### src/rtl/cpx_pkg.sv
`timescale 1ns/1ps
package cpx_pkg;
   typedef enum logic [1:0] {
      ST_IDLE     = 2'd0,
      ST_DISPATCH = 2'd1,
      ST_WAIT     = 2'd2,
      ST_FIN      = 2'd3
   } cpx_state_e;

   localparam int OFF_LAUNCH = 'h00;
   localparam int OFF_FLAGS  = 'h04;
   localparam int OFF_CODE   = 'h08;

   localparam int FLAG_BUSY = 0;
   localparam int FLAG_DONE = 1;
   localparam int FLAG_ERR  = 2;

   localparam logic [1:0] RESP_OKAY = 2'b00;
endpackage

### src/rtl/cpx_axi_port.sv
`timescale 1ns/1ps
module cpx_axi_port #(
   parameter int ADDR_W = 8,
   parameter int DATA_W = 32,
   localparam int STRB_W = DATA_W / 8
) (
   input  logic              clk,
   input  logic              rst_n,
   input  logic [ADDR_W-1:0] s_awaddr,
   input  logic              s_awvalid,
   output logic              s_awready,
   input  logic [DATA_W-1:0] s_wdata,
   input  logic [STRB_W-1:0] s_wstrb,
   input  logic              s_wvalid,
   output logic              s_wready,
   output logic [1:0]        s_bresp,
   output logic              s_bvalid,
   input  logic              s_bready,
   input  logic [ADDR_W-1:0] s_araddr,
   input  logic              s_arvalid,
   output logic              s_arready,
   output logic [DATA_W-1:0] s_rdata,
   output logic [1:0]        s_rresp,
   output logic              s_rvalid,
   input  logic              s_rready,
   output logic              wr_en,
   output logic [ADDR_W-1:0] wr_addr,
   output logic [DATA_W-1:0] wr_data,
   output logic [STRB_W-1:0] wr_strb,
   output logic [ADDR_W-1:0] rd_addr,
   input  logic [DATA_W-1:0] rd_data
);
   import cpx_pkg::*;

   logic              aw_q, w_q, bvalid_q, rvalid_q;
   logic [ADDR_W-1:0] awaddr_q;
   logic [DATA_W-1:0] wdata_q, rdata_q;
   logic [STRB_W-1:0] wstrb_q;

   assign s_awready = !aw_q && !bvalid_q;
   assign s_wready  = !w_q && !bvalid_q;
   assign wr_en     = aw_q && w_q && !bvalid_q;
   assign wr_addr   = awaddr_q;
   assign wr_data   = wdata_q;
   assign wr_strb   = wstrb_q;
   assign s_bvalid  = bvalid_q;
   assign s_bresp   = RESP_OKAY;

   always_ff @(posedge clk) begin
      if (!rst_n) begin
         aw_q     <= 1'b0;
         w_q      <= 1'b0;
         bvalid_q <= 1'b0;
         awaddr_q <= '0;
         wdata_q  <= '0;
         wstrb_q  <= '0;
      end else begin
         if (s_awvalid && s_awready) begin
            aw_q     <= 1'b1;
            awaddr_q <= s_awaddr;
         end
         if (s_wvalid && s_wready) begin
            w_q     <= 1'b1;
            wdata_q <= s_wdata;
            wstrb_q <= s_wstrb;
         end
         if (wr_en) begin
            aw_q     <= 1'b0;
            w_q      <= 1'b0;
            bvalid_q <= 1'b1;
         end else if (bvalid_q && s_bready) begin
            bvalid_q <= 1'b0;
         end
      end
   end

   assign s_arready = !rvalid_q;
   assign rd_addr   = s_araddr;
   assign s_rvalid  = rvalid_q;
   assign s_rdata   = rdata_q;
   assign s_rresp   = RESP_OKAY;

   always_ff @(posedge clk) begin
      if (!rst_n) begin
         rvalid_q <= 1'b0;
         rdata_q  <= '0;
      end else if (s_arvalid && s_arready) begin
         rvalid_q <= 1'b1;
         rdata_q  <= rd_data;
      end else if (rvalid_q && s_rready) begin
         rvalid_q <= 1'b0;
      end
   end
endmodule

### src/rtl/cpx_window.sv
`timescale 1ns/1ps
module cpx_window #(
   parameter int DATA_W = 32,
   parameter int WORDS  = 32,
   localparam int IDX_W  = $clog2(WORDS),
   localparam int STRB_W = DATA_W / 8
) (
   input  logic                    clk,
   input  logic                    rst_n,
   input  logic                    bus_we,
   input  logic [IDX_W-1:0]        bus_idx,
   input  logic [DATA_W-1:0]       bus_data,
   input  logic [STRB_W-1:0]       bus_strb,
   input  logic                    core_we,
   input  logic [IDX_W-1:0]        core_idx,
   input  logic [DATA_W-1:0]       core_data,
   input  logic [IDX_W-1:0]        rd_idx,
   output logic [DATA_W-1:0]       rd_data,
   output logic [WORDS*DATA_W-1:0] words_flat
);
   for (genvar w = 0; w < WORDS; w++) begin : g_word
      logic [DATA_W-1:0] word_q;
      always_ff @(posedge clk) begin
         if (!rst_n) begin
            word_q <= '0;
         end else if (core_we && core_idx == IDX_W'(w)) begin
            word_q <= core_data;
         end else if (bus_we && bus_idx == IDX_W'(w)) begin
            for (int b = 0; b < STRB_W; b++) begin
               if (bus_strb[b]) word_q[b*8 +: 8] <= bus_data[b*8 +: 8];
            end
         end
      end
      assign words_flat[w*DATA_W +: DATA_W] = word_q;
   end

   assign rd_data = words_flat[rd_idx*DATA_W +: DATA_W];
endmodule

### src/rtl/cpx_sequencer.sv
`timescale 1ns/1ps
module cpx_sequencer #(
   parameter int NUM_ENG = 3,
   localparam int SEL_W  = (NUM_ENG > 1) ? $clog2(NUM_ENG) : 1
) (
   input  logic               clk,
   input  logic               rst_n,
   input  logic               launch,
   input  logic [SEL_W-1:0]   code,
   input  logic [NUM_ENG-1:0] eng_ready,
   input  logic [NUM_ENG-1:0] eng_done,
   output logic [NUM_ENG-1:0] eng_start,
   output logic               busy,
   output logic               done_flag,
   output logic               err_flag
);
   import cpx_pkg::*;

   cpx_state_e         state_q;
   logic [SEL_W-1:0]   run_q;
   logic [NUM_ENG-1:0] run_hot;
   logic               code_ok;

   assign code_ok = (32'(code) < NUM_ENG);

   for (genvar i = 0; i < NUM_ENG; i++) begin : g_eng
      assign run_hot[i]   = (run_q == SEL_W'(i));
      assign eng_start[i] = (state_q == ST_DISPATCH) && run_hot[i] && eng_ready[i];
   end

   assign busy = (state_q == ST_DISPATCH) || (state_q == ST_WAIT);

   always_ff @(posedge clk) begin
      if (!rst_n) begin
         state_q   <= ST_IDLE;
         run_q     <= '0;
         done_flag <= 1'b0;
         err_flag  <= 1'b0;
      end else begin
         case (state_q)
            ST_IDLE: begin
               if (launch) begin
                  done_flag <= 1'b0;
                  if (code_ok) begin
                     err_flag <= 1'b0;
                     run_q    <= code;
                     state_q  <= ST_DISPATCH;
                  end else begin
                     err_flag <= 1'b1;
                  end
               end
            end
            ST_DISPATCH: if (|eng_start) state_q <= ST_WAIT;
            ST_WAIT: begin
               if (|(run_hot & eng_done)) begin
                  done_flag <= 1'b1;
                  state_q   <= ST_FIN;
               end
            end
            default: state_q <= ST_IDLE;
         endcase
      end
   end
endmodule

### src/rtl/cpx_dispatch.sv
`timescale 1ns/1ps
module cpx_dispatch #(
   parameter int ADDR_W    = 8,
   parameter int DATA_W    = 32,
   parameter int BUF_WORDS = 32,
   parameter int BUF_BASE  = 'h10,
   parameter int NUM_ENG   = 3,
   localparam int IDX_W  = $clog2(BUF_WORDS),
   localparam int STRB_W = DATA_W / 8
) (
   input  logic                        clk,
   input  logic                        rst_n,
   input  logic [ADDR_W-1:0]           s_awaddr,
   input  logic                        s_awvalid,
   output logic                        s_awready,
   input  logic [DATA_W-1:0]           s_wdata,
   input  logic [STRB_W-1:0]           s_wstrb,
   input  logic                        s_wvalid,
   output logic                        s_wready,
   output logic [1:0]                  s_bresp,
   output logic                        s_bvalid,
   input  logic                        s_bready,
   input  logic [ADDR_W-1:0]           s_araddr,
   input  logic                        s_arvalid,
   output logic                        s_arready,
   output logic [DATA_W-1:0]           s_rdata,
   output logic [1:0]                  s_rresp,
   output logic                        s_rvalid,
   input  logic                        s_rready,
   output logic [NUM_ENG-1:0]          eng_start,
   input  logic [NUM_ENG-1:0]          eng_ready,
   input  logic [NUM_ENG-1:0]          eng_done,
   input  logic                        res_we,
   input  logic [IDX_W-1:0]            res_idx,
   input  logic [DATA_W-1:0]           res_data,
   output logic [BUF_WORDS*DATA_W-1:0] buf_words
);
   import cpx_pkg::*;

   localparam int SEL_W   = (NUM_ENG > 1) ? $clog2(NUM_ENG) : 1;
   localparam int BUF_END = BUF_BASE + 4 * BUF_WORDS;

   initial begin
      assert (DATA_W >= 32 && DATA_W % 8 == 0) else $error("DATA_W must be bytes, at least 32");
      assert (BUF_END <= (1 << ADDR_W)) else $error("window exceeds address space");
      assert (BUF_BASE % 4 == 0 && BUF_BASE > OFF_CODE) else $error("window base misplaced");
      assert (NUM_ENG >= 1 && SEL_W <= 8) else $error("bad engine count");
   end

   function automatic logic in_window(input logic [ADDR_W-1:0] a);
      return (32'(a) >= BUF_BASE) && (32'(a) < BUF_END);
   endfunction

   function automatic logic [IDX_W-1:0] win_idx(input logic [ADDR_W-1:0] a);
      return IDX_W'((32'(a) - BUF_BASE) >> 2);
   endfunction

   logic              wr_en;
   logic [ADDR_W-1:0] wr_addr, rd_addr;
   logic [DATA_W-1:0] wr_data, rd_mux, win_rd;
   logic [STRB_W-1:0] wr_strb;
   logic [SEL_W-1:0]  code_q;
   logic              launch, seq_busy, seq_done, seq_err;

   cpx_axi_port #(.ADDR_W(ADDR_W), .DATA_W(DATA_W)) u_port (
      .clk, .rst_n,
      .s_awaddr, .s_awvalid, .s_awready,
      .s_wdata, .s_wstrb, .s_wvalid, .s_wready,
      .s_bresp, .s_bvalid, .s_bready,
      .s_araddr, .s_arvalid, .s_arready,
      .s_rdata, .s_rresp, .s_rvalid, .s_rready,
      .wr_en, .wr_addr, .wr_data, .wr_strb,
      .rd_addr, .rd_data(rd_mux)
   );

   assign launch = wr_en && (wr_addr == ADDR_W'(OFF_LAUNCH)) && wr_strb[0] && wr_data[0];

   always_ff @(posedge clk) begin
      if (!rst_n) code_q <= '0;
      else if (wr_en && wr_addr == ADDR_W'(OFF_CODE) && wr_strb[0]) code_q <= wr_data[SEL_W-1:0];
   end

   cpx_window #(.DATA_W(DATA_W), .WORDS(BUF_WORDS)) u_win (
      .clk, .rst_n,
      .bus_we   (wr_en && in_window(wr_addr) && !seq_busy),
      .bus_idx  (win_idx(wr_addr)),
      .bus_data (wr_data),
      .bus_strb (wr_strb),
      .core_we  (res_we),
      .core_idx (res_idx),
      .core_data(res_data),
      .rd_idx   (win_idx(rd_addr)),
      .rd_data  (win_rd),
      .words_flat(buf_words)
   );

   cpx_sequencer #(.NUM_ENG(NUM_ENG)) u_seq (
      .clk, .rst_n,
      .launch, .code(code_q),
      .eng_ready, .eng_done, .eng_start,
      .busy(seq_busy), .done_flag(seq_done), .err_flag(seq_err)
   );

   always_comb begin
      rd_mux = '0;
      if (rd_addr == ADDR_W'(OFF_FLAGS)) begin
         rd_mux[FLAG_BUSY] = seq_busy;
         rd_mux[FLAG_DONE] = seq_done;
         rd_mux[FLAG_ERR]  = seq_err;
      end else if (in_window(rd_addr)) begin
         rd_mux = win_rd;
      end
   end
endmodule

### config.mk
export PLATFORM = sky130hd
export DESIGN_NAME = cpx_dispatch
export DESIGN_NICKNAME = d
export VERILOG_FILES = /design/src/rtl/cpx_pkg.sv /design/src/rtl/cpx_axi_port.sv /design/src/rtl/cpx_window.sv /design/src/rtl/cpx_sequencer.sv /design/src/rtl/cpx_dispatch.sv
export SDC_FILE = /design/constraint.sdc
export NUM_CORES = 2
export LEC_CHECK = 0
export BUFFER_PORTS_ARGS = -buffer_cell sky130_fd_sc_hd__buf_2
export CAP_MARGIN = 10
export CORE_AREA = 3 3 453 455
export DETAILED_ROUTE_END_ITERATION = 8
export DIE_AREA = 0 0 456 458
export HOLD_SLACK_MARGIN = 0.06
export PLACE_DENSITY = 0.58
export SLEW_MARGIN = 10
export SYNTH_ARGS = -nofsm -noshare
export SYNTH_HDL_FRONTEND = slang
export SYNTH_SLANG_ARGS = --single-unit
### constraint.sdc
create_clock -name clk -period 3.5 [get_ports clk]
set_input_delay 0.7 -clock clk [delete_from_list [all_inputs] [get_ports clk]]
set_output_delay 0.7 -clock clk [all_outputs]
set_load 0.01 [all_outputs]
==> flow_summary.toml <==
[place]
gp_congestion = 1.00
portBuffers = 1166
hpwlAfterDp_um = 315000
post-place-cells = 10400

[final_layout]
seq_area_um2 = 22300
nFillCells = 20600
final_layout_size_suffix_gt1_share_pct = 28.0
final_nets = 7958
finalNonFillerCells = 10700
area_growth_syn_to_layout_pct = 23.2
multiInputGateArea_um2 = 32700

[floorplan]
ioPinCount = 1171
die_w_um = 456
dieHeight_um = 458
coreArea_um2 = 202000
dieArea_um2 = 209000
initial_core_util_pct = 29.1
rows = 165

[logic_synthesis]
synth-seq-area-share_pct = 37.9
synthArstFlopShare_pct = 0
synth_cells = 7047
syn_area_um2 = 58700
synth-edff-count = 0
synth-seq-cells = 1112
yosys_warnings = 0
yosysUniqueCellTypes = 71
synthFlopType = "dfxtp_1"
avgSynthCellArea_um2 = 8.33

[setup_path]
worstPathArrival_ns = 3.86
required_ns = 4.23
start_kind = "register"
cp_max_fo = 16
critPathKind = "reg -> reg"
end_kind = "register"

[route]
postRouteAntennaNets = 0
drt_pass1_iterations = 6
drt_drc_violations_left = 0
num_vias = 67800
routed_wl_um = 427000
vias_per_cell = 6.37
drt_iter0_markers = 11200
wl_per_cell_um = 40.1

[min_path]
hold_class = "in -> reg"

[clock_network]
cts_made_buffers = 136
clkLatencyLatePin_ns = 0.84
clock_path_buffers = 3
postCtsSetupBuffers = 0
cts_sinks = 1112
cts.reportedPaths.clkPinSlew_ns = 0.06
cts_tree = "done"
htree_levels = 4
holdBufCountCts = 1
cts_resized = 0
clockRootBuffer = "clkbuf_16"

[sta]
maxSlewHeadroom_pct = 0.837
max_freq_ghz = 0.320
tns_ns = 0
rsz0062_at_grt = "no"
hold_viol_final = 0
tightest_slew_ns = 1.49
finalMaxSlewViolations = 0
fin_skew_ns = 0.0251
finalCritPeriodShare_pct = 89.4
period_needed_ns = 3.13
setup_viol = 0

[global_routing]
grt.overflow.total = 0
grt_pass1_wl_um = 563000
grt_pass1_vias = 61000
antenna_found_initial = 50
grt_max_degree = 134
grt_usage_pct = 39.1

[power]
p_leak_uw = 0.0255
ir_drop_mv = 0.545
power.total_uw = 32800
power_density_nw_per_um2 = 454

[outcome]
outcome = "complete, no violations"

[run]
max-cap-violations = 0
Yosys cell counts (3+ instances only):
library cell  number  share of area, %
inv_1              8             0.051
and4_1             4             0.060
a311oi_1        1002                15
a22oi_1            6             0.077
nor3b_1            4             0.051
o21ai_1            3             0.026
nand3_1          404               3.4
mux2_2             4             0.077
o22ai_1           54              0.58
nand2_1         1809                12
buf_1             49              0.31
o21ai_2           32              0.48
clkbuf_1         569               3.6
a21oi_1           46              0.39
o21ai_0            6             0.051
a311oi_2          24              0.61
buf_2            108              0.92
ha_1               5              0.11
a22o_1            28              0.42
dfxtp_1         1112                38
o21ai_4           96               2.7
o41ai_1           26              0.39
a31oi_1            6             0.064
nand3_2            9              0.15
and4b_1            4             0.068
mux4_2           246               9.4
a211oi_1           3             0.038
nor3_1            10             0.085
and3b_1            4             0.060
nor2_1          1069               6.8
nor2b_1           14              0.15
buf_4             96               1.2
mux2i_1           89               1.5
buf_6             27              0.52
nand4b_1           4             0.060
nand2_2           20              0.21
nand2b_1           4             0.043
per-layer routing:
metal  up-vias  part of all wire [%]  track usage, %
met3      1459                    14            15.1
li1      27100                     -               -
met2      5980                    40            55.7
met1     33200                    35            45.8
met5         -                 0.058               0
met4        36                    11            33.6
critical path, cell delays in order (launching register included):
cell      delay, ns
dfxtp_1        0.69
and3b_1        0.84
nand2_1        0.53
o21ai_4        0.59
nor2_1         0.10
a311oi_1       0.26
kinds of logic after synthesis:
| logic type | after synthesis | synth area share (%) |
|---|---|---|
| simple gates | 3380 | 23.2 |
| compound gates | 1349 | 21.0 |
| flops | 1112 | 37.9 |
| buf+inv | 858 | 6.68 |
| mux | 339 | 11.0 |
| fa+ha+maj | 5 | 0.107 |
| xor+xnor | 3 | 0.0576 |
| other cells | 1 | 0.00639 |
cells in the final DEF (no fill, tap or decap), types with 96 or more instances in the layout:
master     synthesis  routed
dfxtp_1         1112    1080
o21ai_4           96      96
buf_4             96     286
nor2_1          1069    1055
a311oi_1        1002    1002
nand2_1         1809    1808
nand3_1          404     404
buf_2            108    1164
clkbuf_16          0     137
mux4_2           246     246
power by group:
group	internal [uW]	leakage, uW	switching [uW]
combinational	1120	0.0142	2830
clock	8970	0.00230	6420
sequential	12900	0.00900	615
sequential cells by signal, indices dropped and copies added, names as in the netlist:
signal / count
u_port.aw_q: 1
u_port.s_rvalid: 1
u_port.w_q: 1
u_win.g_word.word_q: 1024
u_port.s_bvalid: 1
code_q: 2
u_seq.err_flag: 1
u_seq.done_flag: 1
u_port.s_rdata: 32
u_seq.state_q: 2
u_port.wr_data: 32
u_port.wr_addr: 8
u_seq.run_q: 2
u_port.wr_strb: 4
path summary, 6_finish.rpt:
| kind | start | to | slack, ns | cells after the start |
|---|---|---|---|---|
| worst min register to register | u_port.s_rdata[23] | u_port.s_rdata[23] | 0.45 | 2 |
| worst min-delay path | s_wdata[7] | u_port.wr_data[7] | 0.11 | 3 |
| worst max-delay path | u_port.wr_strb[3] | u_win.g_word[25].word_q[27] | 0.37 | 5 |
| worst max register to register | u_port.wr_strb[3] | u_win.g_word[25].word_q[27] | 0.37 | 5 |
final cells by class:
| class | instances | area share (%) |
|---|---|---|
| inverter | 9 | 0.0571 |
| timing repair buffer | 1511 | 12.7 |
| clock buffer | 204 | 5.58 |
| tap | 2672 | 4.63 |
| sequential | 1112 | 30.9 |
| clock inverter | 40 | 0.921 |
| antenna | 26 | 0.0900 |
| multi-input combinational | 5080 | 45.2 |
stage by stage:
| stage | hold slack, ns | util, % | instance area, um^2 | setup slack, ns |
|---|---|---|---|---|
| final | 0.110 | 35.8 | 72300 | 0.371 |
| after global routing | 0.100 | 35.8 | 72200 | 0.288 |
| after CTS | 0.0633 | 35.8 | 72200 | 0.481 |
| after detailed placement | 0.432 | 33.5 | 67500 | 0.0700 |
| after global placement | 0.426 | 33.5 | 67500 | 0.0428 |
| after floorplan | 0.432 | - | 58700 | 0.656 |
No activity file was read; power rests on OpenSTA's default activity.
